<file path="src/rtl/spi_fc_pkg.sv">
package spi_fc_pkg;
  localparam int CMD_W  = 2;
  localparam int ADDR_W = 2;
  localparam int DATA_W = 4;
  localparam int WORD_W = CMD_W + ADDR_W + DATA_W;
  localparam int CNT_W  = $clog2(WORD_W);

  typedef struct packed {
    logic [CMD_W-1:0]  cmd;
    logic [ADDR_W-1:0] addr;
    logic [DATA_W-1:0] data;
  } spi_word_t;
endpackage

</file>
<file path="src/rtl/spi_fc_sync.sv">
module spi_fc_sync #(
  parameter int              WIDTH   = 1,
  parameter int              STAGES  = 2,
  parameter logic [WIDTH-1:0] RST_VAL = '0
) (
  input  logic             clk,
  input  logic             rst_n,
  input  logic [WIDTH-1:0] d,
  output logic [WIDTH-1:0] q
);
  localparam int CHAIN_W = STAGES * WIDTH;
  logic [CHAIN_W-1:0] chain;

  always_ff @(posedge clk or negedge rst_n) begin
    if (!rst_n) chain <= {STAGES{RST_VAL}};
    else        chain <= {chain[CHAIN_W-WIDTH-1:0], d};
  end

  assign q = chain[CHAIN_W-1 -: WIDTH];
endmodule

</file>
<file path="src/rtl/spi_fc_shifter.sv">
module spi_fc_shifter
  import spi_fc_pkg::*;
(
  input  logic              clk,
  input  logic              rst_n,
  input  logic              start,      // select fell
  input  logic              stop,       // select rose
  input  logic              start_val,  // value driven at frame start
  input  logic [WORD_W-1:0] load_val,   // status byte
  input  logic              out_edge,   // rising serial clock
  input  logic              in_edge,    // falling serial clock
  input  logic              in_bit,
  output logic [WORD_W-1:0] word,
  output logic              so,
  output logic              oe
);
  always_ff @(posedge clk or negedge rst_n) begin
    if (!rst_n) begin
      word <= '0;
      so   <= 1'b0;
      oe   <= 1'b0;
    end else begin
      if (start) begin
        word <= load_val;
        so   <= start_val;
        oe   <= 1'b1;
      end else if (stop) begin
        oe   <= 1'b0;
      end else begin
        if (out_edge) so   <= word[WORD_W-1];
        if (in_edge)  word <= {word[WORD_W-2:0], in_bit};
      end
    end
  end

  assert_start_drive_R2: assert property (@(posedge clk) disable iff (!rst_n)
    start |=> (oe && so == $past(start_val)));
  assert_release_R1: assert property (@(posedge clk) disable iff (!rst_n)
    stop |=> !oe);
endmodule

</file>
<file path="src/rtl/spi_fc_framer.sv">
module spi_fc_framer
  import spi_fc_pkg::*;
(
  input  logic clk,
  input  logic rst_n,
  input  logic start,
  input  logic stop,
  input  logic in_edge,
  output logic frame_ok,
  output logic err
);
  logic [CNT_W-1:0] cnt;
  logic             seen_word;

  always_ff @(posedge clk or negedge rst_n) begin
    if (!rst_n) begin
      cnt       <= '0;
      seen_word <= 1'b0;
    end else if (start) begin
      cnt       <= '0;
      seen_word <= 1'b0;
    end else if (in_edge) begin
      if (cnt == CNT_W'(WORD_W-1)) begin
        cnt       <= '0;
        seen_word <= 1'b1;
      end else begin
        cnt <= cnt + 1'b1;
      end
    end
  end

  assign frame_ok = stop && seen_word && (cnt == '0);

  always_ff @(posedge clk or negedge rst_n) begin
    if (!rst_n)        err <= 1'b0;
    else if (stop)     err <= !frame_ok;
  end

  assert_partial_byte_R6: assert property (@(posedge clk) disable iff (!rst_n)
    (stop && cnt != '0) |=> err);
  assert_empty_frame_R6: assert property (@(posedge clk) disable iff (!rst_n)
    (stop && !seen_word) |=> err);
  assert_count_restart_R4: assert property (@(posedge clk) disable iff (!rst_n)
    start |=> (cnt == '0 && !seen_word));
endmodule

</file>
<file path="src/rtl/spi_fc_wrport.sv">
module spi_fc_wrport
  import spi_fc_pkg::*;
(
  input  logic      clk,
  input  logic      rst_n,
  input  logic      accept,
  input  spi_word_t word_in,
  output logic      valid,
  input  logic      ready,
  output spi_word_t word_out
);
  logic pending;
  assign pending = valid && !ready;

  always_ff @(posedge clk or negedge rst_n) begin
    if (!rst_n) begin
      valid    <= 1'b0;
      word_out <= '0;
    end else if (accept && !pending) begin
      valid    <= 1'b1;
      word_out <= word_in;
    end else if (valid && ready) begin
      valid    <= 1'b0;
    end
  end

  assert_hold_R9: assert property (@(posedge clk) disable iff (!rst_n)
    (valid && !ready) |=> (valid && $stable(word_out)));
  assert_issue_R5: assert property (@(posedge clk) disable iff (!rst_n)
    (accept && !valid) |=> (valid && word_out == $past(word_in)));
endmodule

</file>
<file path="src/rtl/spi_fc_slave.sv">
module spi_fc_slave
  import spi_fc_pkg::*;
#(
  parameter int SYNC_STAGES = 2
) (
  input  logic              clk,
  input  logic              rst_n,
  input  logic              spi_cs_n,
  input  logic              spi_sclk,
  input  logic              spi_si,
  output logic              spi_so,
  output logic              spi_so_oe,
  input  logic [WORD_W-1:0] status_i,
  output logic              wr_valid,
  input  logic              wr_ready,
  output logic [CMD_W-1:0]  wr_cmd,
  output logic [ADDR_W-1:0] wr_addr,
  output logic [DATA_W-1:0] wr_data,
  output logic              tx_err
);
  logic cs_s, sclk_s, si_s;
  logic cs_q, sclk_q;
  logic cs_fall, cs_rise, sclk_rise, sclk_fall;
  logic frame_ok;
  logic [WORD_W-1:0] shift_word;
  spi_word_t wr_word;

  spi_fc_sync #(.WIDTH(3), .STAGES(SYNC_STAGES), .RST_VAL(3'b100)) u_sync (
    .clk(clk), .rst_n(rst_n),
    .d({spi_cs_n, spi_sclk, spi_si}),
    .q({cs_s, sclk_s, si_s})
  );

  always_ff @(posedge clk or negedge rst_n) begin
    if (!rst_n) begin
      cs_q   <= 1'b1;
      sclk_q <= 1'b0;
    end else begin
      cs_q   <= cs_s;
      sclk_q <= sclk_s;
    end
  end

  assign cs_fall   = cs_q && !cs_s;
  assign cs_rise   = !cs_q && cs_s;
  assign sclk_rise = !cs_s && !cs_q && sclk_s && !sclk_q;
  assign sclk_fall = !cs_s && !cs_q && !sclk_s && sclk_q;

  spi_fc_shifter u_shift (
    .clk(clk), .rst_n(rst_n),
    .start(cs_fall), .stop(cs_rise),
    .start_val(tx_err | si_s),
    .load_val(status_i),
    .out_edge(sclk_rise), .in_edge(sclk_fall), .in_bit(si_s),
    .word(shift_word), .so(spi_so), .oe(spi_so_oe)
  );

  spi_fc_framer u_frame (
    .clk(clk), .rst_n(rst_n),
    .start(cs_fall), .stop(cs_rise), .in_edge(sclk_fall),
    .frame_ok(frame_ok), .err(tx_err)
  );

  spi_fc_wrport u_wr (
    .clk(clk), .rst_n(rst_n),
    .accept(frame_ok), .word_in(spi_word_t'(shift_word)),
    .valid(wr_valid), .ready(wr_ready), .word_out(wr_word)
  );

  assign wr_cmd  = wr_word.cmd;
  assign wr_addr = wr_word.addr;
  assign wr_data = wr_word.data;

  assert_idle_quiet_R1: assert property (@(posedge clk) disable iff (!rst_n)
    (cs_s && cs_q) |=> (!spi_so_oe && !$rose(wr_valid) && $stable(tx_err)));
  assert_good_end_R7: assert property (@(posedge clk) disable iff (!rst_n)
    frame_ok |=> !tx_err);
endmodule

</file>
<file path="config.mk">
export PLATFORM = sky130hd
export DESIGN_NAME = spi_fc_slave
export DESIGN_NICKNAME = d
export VERILOG_FILES = /design/src/rtl/spi_fc_pkg.sv /design/src/rtl/spi_fc_sync.sv /design/src/rtl/spi_fc_shifter.sv /design/src/rtl/spi_fc_framer.sv /design/src/rtl/spi_fc_wrport.sv /design/src/rtl/spi_fc_slave.sv
export SDC_FILE = /design/constraint.sdc
export NUM_CORES = 1
export LEC_CHECK = 0
export BUFFER_PORTS_ARGS = -buffer_cell sky130_fd_sc_hd__buf_4
export CAP_MARGIN = 20
export CORE_ASPECT_RATIO = 1.4
export CORE_MARGIN = 2
export CORE_UTILIZATION = 55
export CTS_CLUSTER_SIZE = 8
export DETAILED_ROUTE_END_ITERATION = 8
export PLACE_DENSITY_LB_ADDON = 0.2
export SLEW_MARGIN = 25
export SYNTH_ARGS = -nofsm -noshare
export SYNTH_HDL_FRONTEND = slang
export SYNTH_SLANG_ARGS = --single-unit
</file>
<file path="constraint.sdc">
create_clock -name clk -period 4.4 [get_ports clk]
set_input_delay 0.66 -clock clk [delete_from_list [all_inputs] [get_ports clk]]
set_output_delay 0.66 -clock clk [all_outputs]
set_load 0.005 [all_outputs]
</file>
### Yosys cells after proc, flatten, opt, wreduce, memory -nomap -nowiden

Index checks and enable logic that the tools add are counted.

* output and inout port bits: 12
* flip-flop bits (word level): 32
* input port bits: 14

* bitwise logic cells: 1
* equal/unequal tests: 2
* mux-type cells: 16
* reduce and logical (&&, ||, !) cells: 28
* add/sub/neg operators: 1

Operators by type and width (number)
* 8-bit two-way mux: 3
* 1-bit logical AND: 12
* 1-bit two-way mux: 10
* 2-bit nonzero test: 5
* 3-bit two-way mux: 3
* 1-bit logical NOT: 7
* 2-bit AND reduction: 3
* 3-bit by 1-bit adder with 3-bit output (second input constant): 1
* 3-bit equality test (second input constant): 1
* 3-bit logical NOT: 1
* 2-bit != test (second input constant): 1
* 1-bit OR: 1

### Depth between registers and ports, before layout

Gate-level depths: netlist of run 1.

* depth after elaboration: 7
* gate-level depth with buffers: 7
* mapped depth without buffers: 5

### Modules after synthesis

A second synthesis of run 1 with hierarchy kept.

* cells, all modules: 103
* area total of the unflattened synthesis: 1445.1 um2

By module, submodules not included
* spi_fc_shifter: area each 556.8 um2, times used 1, seq. area each 250.2 um2, cells each 45
* spi_fc_wrport: area each 377.9 um2, times used 1, seq. area each 225.2 um2, cells each 20
* spi_fc_framer: area each 246.5 um2, times used 1, seq. area each 125.1 um2, cells each 22
* spi_fc_sync: area each 175.2 um2, times used 1, seq. area each 152.6 um2, cells each 9
* spi_fc_slave: area each 88.8 um2, times used 1, seq. area each 51.3 um2, cells each 7

### Worst setup path after synthesis of run 1

Ideal clock, no wire load.

* kind: register to register
* start point: register u_sync.chain[5]
* end point: register u_shift.word[3]
* setup slack: 2749 ps
* required time: 4275 ps
* path buffers: 2
* arrival time: 1526 ps
* stages on the path, launching flop included: 7
* clock period less this slack: 1651 ps
* cells stage by stage: dfstp_2 > inv_1 > ha_1 > buf_2 > buf_6 > mux2_2 > mux2_2

* elaborated cells between the ends (all ways): 10
* classes of those cells: 1 x eq/ne; 1 x mux; 8 x reduce/logical

RTL lines
* start: declaration: line spi_fc_sync.sv:12 `logic [CHAIN_W-1:0] chain;`
* start signal: assignment: line spi_fc_sync.sv:15 `if (!rst_n) chain <= {STAGES{RST_VAL}};`
* start signal: assignment: line spi_fc_sync.sv:16 `else chain <= {chain[CHAIN_W-WIDTH-1:0], d};`
* 1-bit logical NOT (*): line spi_fc_slave.sv:44 `assign cs_fall = cs_q && !cs_s;`
* 1-bit logical AND (*): line spi_fc_slave.sv:44
* named net cs_fall: line spi_fc_slave.sv:23 `logic cs_fall, cs_rise, sclk_rise, sclk_fall;`
* 2-bit != test (no source line) or 2-bit nonzero test (tied branches)
* 2-bit AND reduction (no source line)
* end signal: assignment: line spi_fc_shifter.sv:24 `word <= load_val;`
* end signal: assignment: line spi_fc_shifter.sv:31 `if (in_edge) word <= {word[WORD_W-2:0], in_bit};`
* end: declaration: line spi_fc_shifter.sv:13 `output logic [WORD_W-1:0] word,`

The timed path passes the listed nets; every way through them passes the cells marked *.
A chain may end at the register's enable or synchronous reset.

### Final worst setup path of run 1

* start point: register cs_q
* end point: register u_shift.word[1]

* elaborated cells between the ends (all ways): 10
* classes of those cells: 1 x eq/ne; 1 x mux; 8 x reduce/logical

RTL lines
* start: declaration: line spi_fc_slave.sv:22 `logic cs_q, sclk_q;`
* start signal: assignment: line spi_fc_slave.sv:39 `cs_q <= cs_s;`
* 1-bit logical AND (*): line spi_fc_slave.sv:44
* named net cs_fall: line spi_fc_slave.sv:23
* 2-bit != test (no source line) or 2-bit nonzero test (tied branches)
* 2-bit AND reduction (no source line)

Marked as above.

==> summary.txt, run 1 <==
Route
  – Drt drc: 0
  – Via count: between 800 and 900
  – Final wirelength: roughly 2200 um
  – Vias per inst: 5.038
  – Avg WL per Cell: about 14 um
  – Initial drt markers: 10
  – DRT antenna net count: 0
  – Drt pass-1 iters: 4

CTS
  – Cts repair resizes: 0
  – H-tree depth: 2
  – Insertion delay to the later sink of the worst-skew pair: 0.33 ns
  – CTS hold repair buffers: 0
  – Reg clk slew, reported paths: around 0.10 ns
  – Longest Clk Path Bufs: 2
  – CTS sink cnt: 32
  – CTS tree: done
  – CTS root buf: clkbuf_4
  – Post-CTS setup repair buffer count: 0
  – Total CTS buffers: 5

Floorplanning
  – Row cnt: 21
  – Top-Level Pins: 26
  – Core Region: approximately 2400 sq um
  – Die ar.: about 3000 sq um
  – Initial Util: between 50 and 60%
  – Die Ht: between 60 and 70 um
  – Die width: between 40 and 50 um

STA
  – Relative slew margins: around three fifths
  – Worst Max-Slew Pin Slew: approximately 0.61 ns
  – Setup TNS: 0 ns
  – Clk_skew: between 0.009 and 0.01 ns
  – Final setup violation count: 0
  – Fin crit share: 47.43%
  – WHS: about 0.25 ns
  – RSZ-0062 raised after global routing: no
  – Final Hold Violating Endpoints: 0
  – Fmax: approximately 0.48 GHz
  – Final Critical Period: about 2.1 ns
  – Slew Limit Fails: 0

Setup path
  – CP Depth: 4
  – Crit. End Element: flip-flop
  – CP arrival: ~2.3 ns
  – Crit Reg-Reg Endpoint: u_shift.word[1]
  – Worst Path Buf+Inv: 1
  – Top delay family on crit path: flip-flops
  – Crit path cell chain: ha_1 > inv_1 > a21oi_4 > mux2_2
  – Critical-path top delay cell: dfstp_2
  – Worst EP required: ~4.6 ns
  – Worst r2r path cells: 4
  – CP startpoint: cs_q
  – Critical Path Fanout Max: 15
  – CP max stage delay: ~0.54 ns
  – Critical R2R Launch: cs_q
  – Crit path capture: u_shift.word[1]
  – Reg2reg setup slack: between 2 and 2.5 ns
  – Setup CP Type: reg -> reg
  – CP Launch Type: flip-flop

Finish
  – Post-layout util: a little over two thirds
  – Area growth, synth to finish: 19.62%
  – Fin nets: approximately 140
  – Fill count: about 180
  – Multi-input logic area: between 500 and 600 sq um
  – Antenna cells: 0
  – Share of cells above drive strength 1: a little over half
  – FF+latch area: 804.5 sq um
  – Post-route cell area: about 1700 sq um

Synthesis
  – Yosys reg bits: 32
  – Gate Count Post-Synth: 94
  – Yosys top cell by area: dfrtp_1
  – Syn_nets: roughly 110
  – Area contributors post-synth: dfrtp_1 (52%), mux2_2 (21%), dfstp_2 (5.7%), ha_1 (5.4%), a21oi_4 (2.3%)
  – Register area share after synthesis: around 58%
  – Post-synthesis cell area: 1390 sq um
  – Post-synth cell types: 19
  – Mapped Avg Cell Area: 14.79 sq um
  – Synthesis Warnings: 0
  – Top-area cell type share of the netlist area: between 50% and 60%

Pwr
  – Cell Pwr Density: approximately 390 nW/um^2
  – IR drop worst, VDD: 0.2894 mV
  – Leakage power: between 0.8 and 0.9 nW

GRT
  – Total GRT Usage: between 10% and 20%
  – First-pass GRT wire length: 3795 um
  – Grt total ovfl: 0
  – Largest net degree at the start of global routing: 33
  – Initial antenna violation count: 0
  – Vias in the first global route: 832

Placement
  – Area of placed instances: 1604 sq um
  – Number of port buffers: 25
  – Hpwl dp: roughly 1700 um
  – Routability cong.: between 0.7 and 0.8

Min path
  – Worst hold-check path type: in -> async

Outcome
  – Outcome: complete, no violations

Flow run
  – Max-capacitance violation count: 0
## how the worst min path moves through the flow
stage | from | endpoint | depth (start not counted)
global route | rst_n | u_sync.chain[4] | 1
floorplan | u_sync.chain[0] | u_sync.chain[3] | 0
detailed placement | u_sync.chain[0] | u_sync.chain[3] | 0
finish | rst_n | u_wr.word_out[7] | 1
global placement | u_sync.chain[1] | u_sync.chain[4] | 0
CTS | rst_n | u_wr.word_out[7] | 1
## cell families (layout without fill, tap and decap cells)
logic type	after synthesis	in the layout	synth area share, %
AND/OR/NAND/NOR	10	10	5.761
AO/OA/AOI/OAI	8	8	5.130
adder cells (fa/ha/maj)	6	6	5.400
multiplexers	28	28	22.50
buffers and inverters	10	41	3.330
flip-flops	32	32	57.88
## layout by cell type, fill, tap and decap left out
cell      Yosys  layout
dfrtp_1      29      29
mux2_2       26      26
buf_4         0      25
inv_1         8       8
ha_1          6       6
nor2_1        5       5
clkbuf_4      0       5
dfstp_2       3       3
a21oi_4       2       2
a21oi_1       2       2
o21a_1        2       2
mux2i_1       2       2
clkbuf_1      0       2
nand4b_4      1       1
nand3b_4      1       1
nand3b_1      1       1
a21o_2        1       1
o21ai_0       1       1
or3_1         1       1
nand2_1       1       1
clkbuf_8      0       1
## routing by layer
metal	track usage (%)	vias up	share of wire, %
li1	-	381	-
met1	23.94	394	44
met2	27.26	22	50
met3	6.017	4	4.6
met4	7.500	0	1.6
met5	0	-	0
## stage by stage
stage | power, W | std cells | setup slack [ns]
final | 0.0006438 | 159 | 2.313
after global routing | 0.0006802 | 159 | 2.173
after CTS | 0.0006500 | 159 | 2.298
after detailed placement | 0.0004802 | 151 | 2.307
after global placement | 0.0004717 | 151 | 2.396
after floorplan | 0.0004361 | 94 | 2.749
## Yosys cell counts (all sizes together)
library cell,instances
dfrtp,29
mux2,26
inv,8
ha,6
nor2,5
a21oi,4
dfstp,3
buf,2
mux2i,2
nand3b,2
o21a,2
a21o,1
nand2,1
nand4b,1
o21ai,1
or3,1
## sequential cells by signal (all words and copies together) (netlist names)
name	cells
u_shift.oe	1
u_wr.word_out	8
u_shift.so	1
u_wr.valid	1
sclk_q	1
u_frame.cnt	3
u_shift.word	8
cs_q	1
u_sync.chain	6
u_frame.err	1
u_frame.seen_word	1
## power breakdown
group,internal [W],switching (W),leakage [nW]
clock network,0.0000788,0.0000921,0.0326
logic,0.0000677,0.0000360,0.388
registers,0.000337,0.0000317,0.399
total,0.000484,0.000160,0.820
## final cells by class
| cell class | instances | area share (%) |
|---|---|---|
| clock buffer | 8 | 3.537 |
| tap | 34 | 2.558 |
| inverter | 8 | 1.806 |
| timing repair buffer | 25 | 11.29 |
| sequential | 32 | 48.38 |
| multi-input combinational | 52 | 32.43 |
(Power assumes the default switching activity.)
==> run 2: changes to the inputs <==
- CORE_UTILIZATION: 55 -> 53
- clock period: 4.4 -> 2.1 ns (I/O delays scaled with it)
==> summary.txt, run 2 (synthesis results as in run 1) <==
Outcome
  – Outcome: complete, no violations

Min path
  – Min-delay src: spi_sclk
  – Hold Path End: u_sync.chain[1]
  – Worst hold-check path type: in -> reg
  – Hold path depth: 1

GRT
  – Largest net degree at the start of global routing: 33 (unchanged)
  – Initial antenna violation count: 0 (unchanged)
  – Total GRT Usage: 18.59% (+0.32 points)
  – Vias in the first global route: 881 (+5.9%)
  – First-pass GRT wire length: 3988 um (+5.1%)
  – Grt total ovfl: 0 (unchanged)

Finish
  – Area growth, synth to finish: 22.32%
  – Most frequent cells in the layout: dfrtp_1 (29), buf_4 (27), mux2_2 (26)
  – Antenna cells: 0 (unchanged)
  – Fin nets: 147 (+2.1%)
  – Post-layout util: 66.42% (-3.1 points)
  – Fill count: 201 (+9.8%)
  – Top flop regs: u_shift.word x8, u_wr.word_out x8, u_sync.chain x6
  – Commonest non-fill, non-tap cell in the layout: dfrtp_1
  – Post-route cell area: 1700 sq um (+2.3%)
  – Share of cells above drive strength 1: 53.13% (+1.1 points)

Floorplanning
  – Die width: 47.29 um (+1.7%)
  – Row cnt: 22 (+4.8%)
  – Die Ht: 64.60 um (+1.7%)
  – Die ar.: 3054 sq um (+3.5%)
  – Initial Util: 54.30% (-3.8 points)
  – Core Region: 2560 sq um (+7.1%)
  – Top-Level Pins: 26 (unchanged)

CTS
  – CTS sink cnt: 32 (unchanged)
  – CTS root buf: clkbuf_4
  – Insertion delay to the later sink of the worst-skew pair: 0.33 ns (about the same)
  – CTS tree: done
  – H-tree depth: 2 (unchanged)
  – Total CTS buffers: 5 (unchanged)
  – Reg clk slew, reported paths: 0.09 ns (about the same)
  – Longest Clk Path Bufs: 2 (unchanged)
  – Post-CTS setup repair buffer count: 0 (unchanged)

Route
  – Final wirelength: 2217 um (+0.32%)
  – Drt drc: 0 (unchanged)
  – Via count: 820 (+2.4%)
  – DRT antenna net count: 0 (unchanged)
  – Initial drt markers: 10 (unchanged)
  – Vias per inst: 5.000 (-0.75%)
  – Drt pass-1 iters: 4 (unchanged)
  – Avg WL per Cell: 13.52 um (-2.7%)

STA
  – Final Critical Period: 1.800 ns (-0.2866 ns)
  – Setup TNS: 0 ns (unchanged)
  – Final Hold Violating Endpoints: 0 (unchanged)
  – Relative slew margins: 74.47% (+15 points)
  – Final setup violation count: 0 (unchanged)
  – Slew Limit Fails: 0 (unchanged)
  – Fmax: 0.5555 GHz (+16%)
  – WHS: 0.08621 ns (-0.1622 ns)
  – Clk_skew: 0.01004 ns (+0.0006420 ns)
  – RSZ-0062 raised after global routing: no
  – Worst Max-Slew Pin Slew: 0.3829 ns (-0.2254 ns)
  – Fin crit share: 85.72% (+38 points)

Setup path
  – Setup CP Type: reg -> reg
  – Worst r2r path cells: 4 (unchanged)
  – CP Launch Type: flip-flop
  – Critical R2R Launch: cs_q
  – Reg2reg setup slack: 0.30 ns (-2.01 ns)
  – Worst EP required: 2.32 ns (-2.29 ns)
  – CP arrival: 2.02 ns (-0.28 ns)
  – Crit. End Element: flip-flop
  – Crit Reg-Reg Endpoint: u_shift.word[2]
  – Critical Path Fanout Max: 8 (-7)

Flow run
  – Max-capacitance violation count: 0 (unchanged)

Pwr
  – IR drop worst, VDD: 0.5823 mV (+100%)
  – Leakage power: 0.8407 nW (+2.5%)
  – Cell Pwr Density: 813.8 nW/um^2 (+110%)

Placement
  – Hpwl dp: 1672 um (+0.87%)
  – Area of placed instances: 1622 sq um (+1.1%)
  – Number of port buffers: 25 (unchanged)
  – Routability cong.: 0.7549 (-3.6%)
[run 2: changes by cell type in the layout (fill, tap and decap cells not counted)]
cell / delta
dlygate4sd3_1: +1
clkbuf_8: +1
buf_4: +2
clkbuf_1: -1
[run 2: layer usage]
layer / vias up / track usage, % / wire, um
met5: - / 0 / 0
met4: 0 / 7.292 / 45
met3: 5 / 5.014 / 91
met2: 19 / 29.56 / 1152
met1: 411 / 23.25 / 927
li1: 385 / - / -
[run 2: area by class of cell]
cell class | instances | area [sq um] | area share, %
flip-flops and latches | 32 | 804.5 | 47.31
multi-input cells | 52 | 539.3 | 31.71
well taps | 36 | 45.04 | 2.649
inverters | 8 | 30.03 | 1.766
clock buffers | 8 | 68.82 | 4.047
repair buffers | 28 | 212.7 | 12.51
[run 2: worst max-delay path: stages, from the launching register on]
cell and delay [ns]:
dfstp_2 0.54, ha_1 0.30, inv_1 0.15, a21oi_4 0.31
mux2_2 0.38
[run 2: what timing repair did]
action | in CTS | in global routing
gates resized for setup | 0 | 0
hold buffers | 1 | 0
hold endpoints to repair | 29 | 0
[run 2: worst max-delay path by stage]
stage | start | endpoint | slack (ns) | cells after the start
after floorplan | u_sync.chain[5] | u_shift.word[3] | 0.45 | 6
after global placement | cs_q | u_shift.word[0] | 0.31 | 4
after detailed placement | u_sync.chain[5] | u_wr.word_out[7] | 0.30 | 4
after CTS | cs_q | u_shift.word[2] | 0.28 | 4
after global routing | cs_q | u_shift.word[7] | 0.20 | 4
final | cs_q | u_shift.word[2] | 0.30 | 4
[run 2: power breakdown]
part,switching [W],internal [W],total [W]
Combinational,0.0000764,0.000146,0.000222
Clock,0.000195,0.000197,0.000392
Sequential,0.0000626,0.000707,0.000770
[run 2: through the flow]
stage               power (W)  instances  setup WS, ns
detailed placement   0.001006        155        0.2984
finish               0.001384        164        0.2998
CTS                  0.001405        164        0.2755
floorplan           0.0009138         94        0.4493
global placement    0.0009901        155        0.3089
global route         0.001465        164        0.1981
==> run 3: changes to the inputs <==
- CORE_UTILIZATION: 53 -> 55
- clock period: 2.1 -> 2.2 ns (I/O delays scaled with it)
==> summary.txt, run 3 (synthesis results as in run 1) <==
CTS
  – CTS tree: done
  – Reg clk slew, reported paths: 0.09 ns (about the same)
  – Insertion delay to the later sink of the worst-skew pair: 0.33 ns (about the same)
  – Longest Clk Path Bufs: 2 (unchanged)
  – CTS sink cnt: 32 (unchanged)
  – Total CTS buffers: 5 (unchanged)
  – CTS root buf: clkbuf_4
  – H-tree depth: 2 (unchanged)
  – Cts repair resizes: 0 (unchanged)

Floorplanning
  – Die ar.: 2951 sq um (-3.4%)
  – Initial Util: 58.14% (+3.8 points)
  – Row cnt: 21 (-4.5%)
  – Top-Level Pins: 26 (unchanged)
  – Die width: 46.49 um (-1.7%)
  – Core Region: 2391 sq um (-6.6%)
  – Die Ht: 63.49 um (-1.7%)

Setup path
  – Worst EP required: 2.42 ns (+0.10 ns)
  – CP Launch Type: flip-flop
  – CP arrival: 2.05 ns (+0.03 ns)
  – Crit. End Element: flip-flop
  – Critical R2R Launch: u_sync.chain[5]
  – CP startpoint: u_sync.chain[5]
  – Critical Path Fanout Max: 8 (unchanged)
  – Setup CP Type: reg -> reg

Finish
  – Share of cells above drive strength 1: 51.97% (-1.2 points)
  – Top flop regs: u_shift.word x8, u_wr.word_out x8, u_sync.chain x6
  – Area growth, synth to finish: 20.88%
  – Fin nets: 146 (-0.68%)
  – Commonest non-fill, non-tap cell in the layout: dfrtp_1
  – Antenna cells: 0 (unchanged)
  – Fill count: 164 (-18%)
  – Most frequent cells in the layout: dfrtp_1 (29), mux2_2 (26), buf_4 (26)

GRT
  – Grt total ovfl: 0 (unchanged)
  – First-pass GRT wire length: 4057 um (+1.7%)
  – Total GRT Usage: 19.77% (+1.2 points)
  – Vias in the first global route: 888 (+0.79%)
  – Largest net degree at the start of global routing: 33 (unchanged)
  – Initial antenna violation count: 0 (unchanged)

Route
  – Drt drc: 0 (unchanged)
  – Final wirelength: 2185 um (-1.4%)
  – Initial drt markers: 12 (+2)
  – Avg WL per Cell: 13.57 um (+0.39%)
  – Drt pass-1 iters: 2 (-2)
  – Vias per inst: 5.006 (+0.12%)
  – DRT antenna net count: 0 (unchanged)
  – Via count: 806 (-1.7%)

Pwr
  – Leakage power: 0.8295 nW (-1.3%)
  – Switching part of the total power: 24.39% (+0.23 points)
  – Total Power: 0.001283 W (-7.3%)
  – Clock share of power: 26.5% (-1.8 points)
  – Sw Pwr: 0.0003129 W (-6.4%)
  – Sequential Power Share: 57.2% (+1.6 points)
  – Cell Pwr Density: 763.6 nW/um^2 (-6.2%)
  – Pint: 0.0009702 W (-7.6%)
  – Combinational share of power: 16.2% (+0.2 points)
  – IR drop worst, VDD: 0.6901 mV (+19%)

STA
  – Setup TNS: 0 ns (unchanged)
  – Relative slew margins: 74.70% (+0.23 points)
  – Fin crit share: 83.02% (-2.7 points)
  – Slew Limit Fails: 0 (unchanged)
  – Clk_skew: 0.006810 ns (-0.003231 ns)
  – Final setup violation count: 0 (unchanged)
  – Worst Max-Slew Pin Slew: 0.3794 ns (-0.003484 ns)
  – Fmax: 0.5475 GHz (-1.4%)
  – Final Critical Period: 1.826 ns (+0.02630 ns)
  – Final Hold Violating Endpoints: 0 (unchanged)
  – RSZ-0062 raised after global routing: no
  – Smallest setup slack after layout: 0.3735 ns (+0.07371 ns)

Placement
  – Number of port buffers: 25 (unchanged)
  – Pre-CTS setup slack: 0.3761 ns (+0.07775 ns)
  – Routability cong.: 0.8359 (+11%)
  – Hpwl dp: 1612 um (-3.6%)

Min path
  – Min-delay src: spi_sclk
  – Worst hold-check path type: in -> reg

Outcome
  – Outcome: complete, no violations

Flow run
  – Max-capacitance violation count: 0 (unchanged)
-- run 3: changes by cell type in the layout (fill, tap and decap cells not counted), sizes merged --
cell  change
buf       -1
-- run 3: area by class of cell --
type                    count  area, sq um  area share (%)
inverters                   8        30.03           1.787
clock buffers               8        58.81           3.500
repair buffers             27        205.2           12.21
well taps                  34        42.54           2.532
multi-input cells          52        539.3           32.09
flip-flops and latches     32        804.5           47.88
-- run 3: power by group through the flow --
| stage | sequential (W) | clock [W] | combinational (W) |
|---|---|---|---|
| final | 0.000734 | 0.000340 | 0.000208 |
| after global routing | 0.000751 | 0.000380 | 0.000238 |
| after CTS | 0.000737 | 0.000355 | 0.000214 |
| after detailed placement | 0.000747 | 0 | 0.000212 |
| after global placement | 0.000744 | 0 | 0.000203 |
| after floorplan | 0.000726 | 0 | 0.000146 |
-- run 3: path summary, 6_finish.rpt --
path                            slack [ns]  depth (start not counted)                to
worst max-delay path                  0.37                          4  u_wr.word_out[4]
worst min-delay path                   0.1                          1   u_sync.chain[1]
worst max register to register        0.37                          4  u_wr.word_out[4]
worst min register to register        0.35                          0   u_sync.chain[5]
max in group asynchronous             1.43                          2   u_sync.chain[2]
min in group asynchronous             0.45                          2   u_sync.chain[4]
-- run 3: what timing repair did --
action | 4_1_cts | 5_1_grt
endpoints found under the hold margin | 29 | 0
setup endpoints to repair | 0 | 0
setup buffers | 0 | 0
hold buffers | 1 | 0
-- run 3: worst max-delay path, cell delays in order, from the launching register on --
cell and delay [ns]:
dfstp_2 0.56, ha_1 0.30, nand4b_4 0.16, a21oi_4 0.31, mux2_2 0.38
-- run 3: per-layer routing --
layer | wire length, um | track usage, % | vias up
met3 | 90 | 6.877 | 5
met5 | 0 | 0 | -
met2 | 1124 | 29.86 | 18
met4 | 64 | 9.643 | 0
li1 | - | - | 389
met1 | 905 | 24.42 | 394
-- run 3: through the flow --
stage          hold WS, ns  instance area, sq um  util (%)  std cells
5_1_grt            0.07162                  1680     70.28        161
4_1_cts            0.08002                  1680     70.28        161
3_3_place_gp        0.2843                  1612     67.40        152
6_report           0.09675                  1680     70.28        161
2_1_floorplan      0.03441                  1390         -         94
3_5_place_dp        0.2828                  1612     67.40        152
